File: src/rtl/lockgate_pkg.sv
package lockgate_pkg;

  typedef enum logic [1:0] {
    OP_READ    = 2'b00,
    OP_WRITE   = 2'b01,
    OP_ACQUIRE = 2'b10,
    OP_RELEASE = 2'b11
  } op_e;

  typedef enum logic {
    ST_IDLE  = 1'b0,
    ST_SWEEP = 1'b1
  } eng_state_e;

endpackage

File: src/rtl/lockgate_arb.sv
module lockgate_arb #(
  parameter  int N  = 4,
  localparam int IW = (N > 1) ? $clog2(N) : 1
) (
  input  logic [N-1:0]  req_i,
  output logic [N-1:0]  gnt_o,
  output logic [IW-1:0] idx_o,
  output logic          any_o
);

  // blocked[i]: some lower index is requesting
  logic [N:0] blocked;
  assign blocked[0] = 1'b0;

  for (genvar i = 0; i < N; i++) begin : g_pri
    assign gnt_o[i]     = req_i[i] & ~blocked[i];
    assign blocked[i+1] = blocked[i] | req_i[i];
  end

  assign any_o = blocked[N];

  always_comb begin
    idx_o = '0;
    for (int i = N - 1; i >= 0; i--) begin
      if (req_i[i]) idx_o = IW'(i);
    end
  end

endmodule

File: src/rtl/lockgate_view.sv
module lockgate_view #(
  parameter  int DEPTH = 16,
  parameter  int DW    = 32,
  localparam int AW    = (DEPTH > 1) ? $clog2(DEPTH) : 1
) (
  input  logic          clk_i,
  input  logic          rst_ni,
  input  logic [AW-1:0] addr_i,
  input  logic          fill_i,
  input  logic          write_i,
  input  logic          drop_i,
  input  logic [DW-1:0] wdata_i,
  output logic [DW-1:0] rdata_o,
  output logic          live_o,
  output logic          dirty_o
);

  logic [DW-1:0]    data_q [DEPTH];
  logic [DEPTH-1:0] live_q;
  logic [DEPTH-1:0] dirty_q;

  always_ff @(posedge clk_i or negedge rst_ni) begin
    if (!rst_ni) begin
      live_q  <= '0;
      dirty_q <= '0;
    end else if (drop_i) begin
      live_q[addr_i]  <= 1'b0;
      dirty_q[addr_i] <= 1'b0;
    end else if (fill_i) begin
      live_q[addr_i]  <= 1'b1;
    end else if (write_i) begin
      live_q[addr_i]  <= 1'b1;
      dirty_q[addr_i] <= 1'b1;
    end
  end

  // payload needs no reset: only read while live
  always_ff @(posedge clk_i) begin
    if (!drop_i && (fill_i || write_i)) data_q[addr_i] <= wdata_i;
  end

  assign rdata_o = data_q[addr_i];
  assign live_o  = live_q[addr_i];
  assign dirty_o = dirty_q[addr_i];

endmodule

File: src/rtl/lockgate_gmem.sv
module lockgate_gmem #(
  parameter  int DEPTH = 16,
  parameter  int DW    = 32,
  localparam int AW    = (DEPTH > 1) ? $clog2(DEPTH) : 1
) (
  input  logic          clk_i,
  input  logic          rst_ni,
  input  logic [AW-1:0] addr_i,
  input  logic          we_i,
  input  logic [DW-1:0] wdata_i,
  output logic [DW-1:0] rdata_o
);

  logic [DW-1:0] mem_q [DEPTH];

  always_ff @(posedge clk_i or negedge rst_ni) begin
    if (!rst_ni) begin
      for (int i = 0; i < DEPTH; i++) mem_q[i] <= '0;
    end else if (we_i) begin
      mem_q[addr_i] <= wdata_i;
    end
  end

  assign rdata_o = mem_q[addr_i];

endmodule

File: src/rtl/lockgate_mem.sv
module lockgate_mem
  import lockgate_pkg::*;
#(
  parameter  int N_REQ = 4,
  parameter  int DEPTH = 16,
  parameter  int DW    = 32,
  localparam int AW    = (DEPTH > 1) ? $clog2(DEPTH) : 1,
  localparam int IW    = (N_REQ > 1) ? $clog2(N_REQ) : 1
) (
  input  logic                clk_i,
  input  logic                rst_ni,
  input  logic [N_REQ-1:0]    req_valid_i,
  input  logic [2*N_REQ-1:0]  req_op_i,
  input  logic [N_REQ*AW-1:0] req_addr_i,
  input  logic [N_REQ*DW-1:0] req_wdata_i,
  output logic [N_REQ-1:0]    req_ready_o,
  output logic [N_REQ-1:0]    rsp_valid_o,
  output logic                rsp_err_o,
  output logic [DW-1:0]       rsp_rdata_o
);

  localparam logic [N_REQ-1:0] ONE_HOT0 = N_REQ'(1);
  localparam logic [AW-1:0]    LAST_IDX = AW'(DEPTH - 1);

  eng_state_e       state_q;
  logic             lock_q;
  logic [IW-1:0]    owner_q;
  logic [AW-1:0]    sweep_q;
  logic             sweep_rel_q;
  logic [N_REQ-1:0] rsp_valid_q;
  logic             rsp_err_q;
  logic [DW-1:0]    rsp_rdata_q;

  op_e           op_a    [N_REQ];
  logic [AW-1:0] addr_a  [N_REQ];
  logic [DW-1:0] wdata_a [N_REQ];
  logic [N_REQ-1:0] eligible;

  for (genvar i = 0; i < N_REQ; i++) begin : g_unpack
    assign op_a[i]     = op_e'(req_op_i[2*i +: 2]);
    assign addr_a[i]   = req_addr_i[AW*i +: AW];
    assign wdata_a[i]  = req_wdata_i[DW*i +: DW];
    // an acquire parks while the lock is taken
    assign eligible[i] = req_valid_i[i] && !(lock_q && op_a[i] == OP_ACQUIRE);
  end

  logic [N_REQ-1:0] gnt;
  logic [IW-1:0]    gidx;
  logic             gany;

  lockgate_arb #(.N(N_REQ)) u_arb (
    .req_i (state_q == ST_IDLE ? eligible : '0),
    .gnt_o (gnt),
    .idx_o (gidx),
    .any_o (gany)
  );

  assign req_ready_o = gnt;

  op_e           g_op;
  logic [AW-1:0] g_addr;
  logic [DW-1:0] g_wdata;
  logic          holder;

  assign g_op    = op_a[gidx];
  assign g_addr  = addr_a[gidx];
  assign g_wdata = wdata_a[gidx];
  assign holder  = lock_q && (owner_q == gidx);

  logic          sweeping;
  logic [IW-1:0] act_idx;
  logic [AW-1:0] act_addr;

  assign sweeping = (state_q == ST_SWEEP);
  assign act_idx  = sweeping ? owner_q : gidx;
  assign act_addr = sweeping ? sweep_q : g_addr;

  logic [DW-1:0] v_rdata [N_REQ];
  logic [N_REQ-1:0] v_live;
  logic [N_REQ-1:0] v_dirty;
  logic [DW-1:0] act_data;
  logic          act_live;
  logic          act_dirty;
  logic [DW-1:0] gm_rdata;

  assign act_data  = v_rdata[act_idx];
  assign act_live  = v_live[act_idx];
  assign act_dirty = v_dirty[act_idx];

  logic do_read;
  logic do_fill;
  logic do_write;
  logic gm_we;

  assign do_read  = gany && g_op == OP_READ && holder;
  assign do_fill  = do_read && !act_live && !act_dirty;
  assign do_write = gany && g_op == OP_WRITE && holder;
  assign gm_we    = sweeping && act_dirty;

  for (genvar i = 0; i < N_REQ; i++) begin : g_view
    logic sel;
    assign sel = (act_idx == IW'(i));

    lockgate_view #(.DEPTH(DEPTH), .DW(DW)) u_view (
      .clk_i   (clk_i),
      .rst_ni  (rst_ni),
      .addr_i  (act_addr),
      .fill_i  (sel && do_fill),
      .write_i (sel && do_write),
      .drop_i  (sel && sweeping),
      .wdata_i (do_fill ? gm_rdata : g_wdata),
      .rdata_o (v_rdata[i]),
      .live_o  (v_live[i]),
      .dirty_o (v_dirty[i])
    );
  end

  lockgate_gmem #(.DEPTH(DEPTH), .DW(DW)) u_gmem (
    .clk_i   (clk_i),
    .rst_ni  (rst_ni),
    .addr_i  (act_addr),
    .we_i    (gm_we),
    .wdata_i (act_data),
    .rdata_o (gm_rdata)
  );

  always_ff @(posedge clk_i or negedge rst_ni) begin
    if (!rst_ni) begin
      state_q     <= ST_IDLE;
      lock_q      <= 1'b0;
      owner_q     <= '0;
      sweep_q     <= '0;
      sweep_rel_q <= 1'b0;
      rsp_valid_q <= '0;
      rsp_err_q   <= 1'b0;
      rsp_rdata_q <= '0;
    end else begin
      rsp_valid_q <= '0;
      rsp_err_q   <= 1'b0;
      rsp_rdata_q <= '0;
      unique case (state_q)
        ST_IDLE: begin
          if (gany) begin
            unique case (g_op)
              OP_ACQUIRE: begin
                // lock first, barrier as a following step
                lock_q      <= 1'b1;
                owner_q     <= gidx;
                state_q     <= ST_SWEEP;
                sweep_q     <= '0;
                sweep_rel_q <= 1'b0;
              end
              OP_RELEASE: begin
                if (holder) begin
                  state_q     <= ST_SWEEP;
                  sweep_q     <= '0;
                  sweep_rel_q <= 1'b1;
                end else begin
                  rsp_valid_q <= gnt;
                  rsp_err_q   <= 1'b1;
                end
              end
              OP_READ: begin
                rsp_valid_q <= gnt;
                rsp_err_q   <= !holder;
                if (holder) rsp_rdata_q <= act_live ? act_data : gm_rdata;
              end
              default: begin
                rsp_valid_q <= gnt;
                rsp_err_q   <= !holder;
              end
            endcase
          end
        end
        default: begin
          sweep_q <= sweep_q + 1'b1;
          if (sweep_q == LAST_IDX) begin
            state_q     <= ST_IDLE;
            rsp_valid_q <= ONE_HOT0 << owner_q;
            // barrier done before the lock is freed
            if (sweep_rel_q) lock_q <= 1'b0;
          end
        end
      endcase
    end
  end

  assign rsp_valid_o = rsp_valid_q;
  assign rsp_err_o   = rsp_err_q;
  assign rsp_rdata_o = rsp_rdata_q;

endmodule

File: config.mk
export PLATFORM = sky130hd
export DESIGN_NAME = lockgate_mem
export DESIGN_NICKNAME = d
export VERILOG_FILES = /design/src/rtl/lockgate_pkg.sv /design/src/rtl/lockgate_arb.sv /design/src/rtl/lockgate_view.sv /design/src/rtl/lockgate_gmem.sv /design/src/rtl/lockgate_mem.sv
export SDC_FILE = /design/constraint.sdc
export NUM_CORES = 2
export LEC_CHECK = 0
export ABC_CLOCK_PERIOD_IN_PS = 8100
export BUFFER_PORTS_ARGS = -buffer_cell sky130_fd_sc_hd__buf_4
export CAP_MARGIN = 25
export CELL_PAD_IN_SITES_DETAIL_PLACEMENT = 0
export CELL_PAD_IN_SITES_GLOBAL_PLACEMENT = 1
export CORE_MARGIN = 2
export CORE_UTILIZATION = 50
export CTS_CLUSTER_DIAMETER = 80
export DETAILED_ROUTE_END_ITERATION = 10
export PLACE_DENSITY = 0.79
export SETUP_SLACK_MARGIN = 0.4
export SLEW_MARGIN = 15
export SYNTH_ARGS = -nofsm -noshare
export SYNTH_HDL_FRONTEND = slang
export SYNTH_SLANG_ARGS = --single-unit
File: constraint.sdc
create_clock -name clk_i -period 8.1 [get_ports clk_i]
set_input_delay 0.405 -clock clk_i [delete_from_list [all_inputs] [get_ports clk_i]]
set_output_delay 0.405 -clock clk_i [all_outputs]
set_load 0.02 [all_outputs]
==> out/results.ini <==
[global_routing]
grt_pass1_vias=75500
grt_max_degree=180
antenna_found_initial=16
track_usage=0.297
grt_pass1_wl_um=519000
overflow=0

[timing]
post-route-period-util=0.839
tightestPinTransition_ns=1.25
slew_viol_final=0
period_minus_slack_ns=6.79
worst_hold_slack_ns=0.0807
fin_ws_ns=1.31
tns_ns=0
hold_viol_final=0
setup_viol=0
finClkSkew_ns=0.104
max_slew_margin=0.159
rsz0062_at_grt=no
max_freq_mhz=147

[place]
preCtsSetupSlack_ns=1.54
dpl.cell_count=11700
gp_congestion=0.900
port_buffers=198
dp_hpwl_um=204000

[route]
drt_first_pass_iters=6
vias=78300
remaining_drc_errors=0
drt_iter0_drc=9918
routed_via_density=6.38
drtAntennaViolNets=0
wl_um=358000
routedWlPerCell_um=29.1

[yosys]
syn_area_per_cell_um2=13.1
synth_top_flop_cell=edfxtp_1
synthMuxAreaShare=0.0946
synth_edf_count=2048
synth-simple-area-share=0.123
synth-adder-area-share=0.000108
yosysSeqAreaShare=0.676
async_flop_share=0.251
ys_types=75
synth-xor-area-share=0.000226
yosys_warnings=0
syn_area_um2=116000
ys_seq_elements=2734
synth_top_family_by_area=simple AND/OR/NAND/NOR gates
synth-compound-area-share=0.0769
synth.area.top_cells=edfxtp_1 53%, dfrtp_1 15%, nand2_1 5.7%
synthCells=8903
synth_top_area_share=0.529
yosysTopAreaCell=edfxtp_1
synth_nets=9062

[clock_network]
post-cts-setup-buffer-count=0
clock_latency_ns=0.97
cts_tree=yes
cts.path.max_buffers=4
clock_sinks=2734
htreeDepth=5
numCtsBuffers=304
clock-root-buffer=clkbuf_16
clkTransAtPathRegs_ns=0.06

[final_layout]
area_growth_pct=13.6
nNetsFinal=9171
instances_no_fill=12300
drive_above_1_share=0.181

[setup_path]
r2r_setup_slack_ns=1.31
cp-end-kind=flip-flop
cp-start-kind=flip-flop
cp_max_fo=49
cp_data_required_time_ns=8.68
r2r_end=g_view[3].u_view.data_q[12][11]
r2r-start=state_q
crit_arrival_ns=7.37
critical_path_class=flip-flop to flip-flop
r2r_cells=15

[worst_hold_path]
whs_endpoint=rsp_valid_o[0]
hold_class=primary input to flip-flop
hold_depth=4
min_from=req_valid_i[0]

[floorplan]
rows=177
start_util=0.501
die_y_um=486
core_um2=232000
ios=199
dieArea_um2=237000
die_w_um=486

[status]
status=finished, final reports clean

[flow_run]
maxCapViolCount=0

flip-flops by register name, summed over array words and instances, names as in the netlist, named ones only:
register and flops:
g_view.u_view.data_q 2048, lock_q 1, owner_q 2, rsp_err_o 1
rsp_rdata_o 32, rsp_valid_o 4, state_q 1, sweep_q 4
sweep_rel_q 1, u_gmem.mem_q 512
routing by layer:
metal,vias up,wire length (µm),track usage
met2,4415,160000,0.449
li1,33600,-,-
met1,39500,142000,0.414
met4,12,15500,0.120
met3,762,39700,0.0735
met5,-,77,0
per-stage QoR:
stage	cell area, µm²	util
floorplan	116000	-
global placement	123000	0.528
detailed placement	123000	0.529
CTS	132000	0.569
global route	132000	0.570
finish	132000	0.570
repair_timing:
action / CTS / global route
hold buffers: 3 / 0
endpoints found under the setup margin: 0 / 0
resized for setup: 0 / 0
hold endpoints to repair: 57 / 0
final cells by class:
class / instances / area [µm²]
Antenna cell: 6 / 15.0
Tap cell: 3043 / 3810
Timing Repair Buffer: 542 / 4680
Fill cell: 18200 / 99900
Clock buffer: 404 / 8270
Sequential cell: 2734 / 78700
Clock inverter: 110 / 1040
Inverter: 34 / 128
Multi-Input combinational cell: 5396 / 35600
kinds of logic after synthesis:
group / Yosys count
simple gates: 3073
flops: 2734
compound gates: 1291
mux: 1028
buf+inv: 773
xor+xnor: 3
fa+ha+maj: 1
cell usage after synthesis (32+ instances only):
cell type	instances
inv_1	33
a31oi_1	228
a311oi_1	32
nor4b_1	206
buf_2	210
nand2_1	1752
nor3_1	81
a22oi_1	49
mux2i_1	478
edfxtp_1	2048
clkbuf_1	391
nand3_1	726
buf_4	32
a21oi_1	223
and3_1	124
dfrtp_1	686
nor2_1	61
or2_2	32
mux2_2	518
buf_1	101
o21ai_0	116
a211oi_1	496
worst max-delay path by stage:
| stage | startpoint | slack [ns] | cells after the start | end |
|---|---|---|---|---|
| global placement | state_q | 1.49 | 12 | g_view[1].u_view.data_q[14][12] |
| global route | state_q | 1.16 | 15 | g_view[0].u_view.data_q[11][2] |
| CTS | state_q | 1.45 | 14 | g_view[3].u_view.data_q[12][17] |
| floorplan | req_op_i[0] | 1.57 | 19 | g_view[0].u_view.data_q[0][0] |
| detailed placement | state_q | 1.54 | 13 | g_view[1].u_view.data_q[10][29] |
| finish | state_q | 1.31 | 15 | g_view[3].u_view.data_q[12][11] |
critical path, stage by stage (launching register included):
cell     delay, ns
dfrtp_1       0.76
nor2b_1       0.16
nand2_2       0.22
inv_2         0.13
o31ai_1       0.53
a221o_4       0.94
nor3_1        0.11
o211a_1       0.18
nor4_1        0.46
nand4_1       0.38
or3_4         0.47
o31a_2        0.56
buf_12        0.27
buf_4         0.25
nor3_2        0.65
buf_12        0.29
cell usage in the layout (no fill, tap or decap), types with 49 or more instances in the layout:
cell | Yosys | final
a211oi_1 | 496 | 489
a21oi_1 | 223 | 223
a22oi_1 | 49 | 49
a31oi_1 | 228 | 228
and3_1 | 124 | 123
buf_4 | 32 | 476
clkbuf_1 | 391 | 80
clkbuf_16 | 0 | 312
dfrtp_1 | 686 | 686
edfxtp_1 | 2048 | 2048
mux2_2 | 518 | 518
mux2i_1 | 478 | 446
nand2_1 | 1752 | 1751
nand3_1 | 726 | 720
nor3_2 | 11 | 63
nor4b_1 | 206 | 206
o21ai_0 | 116 | 114
Power is not shown: default switching activity piles up to over one toggle a cycle in this logic, so the estimate is an artifact.
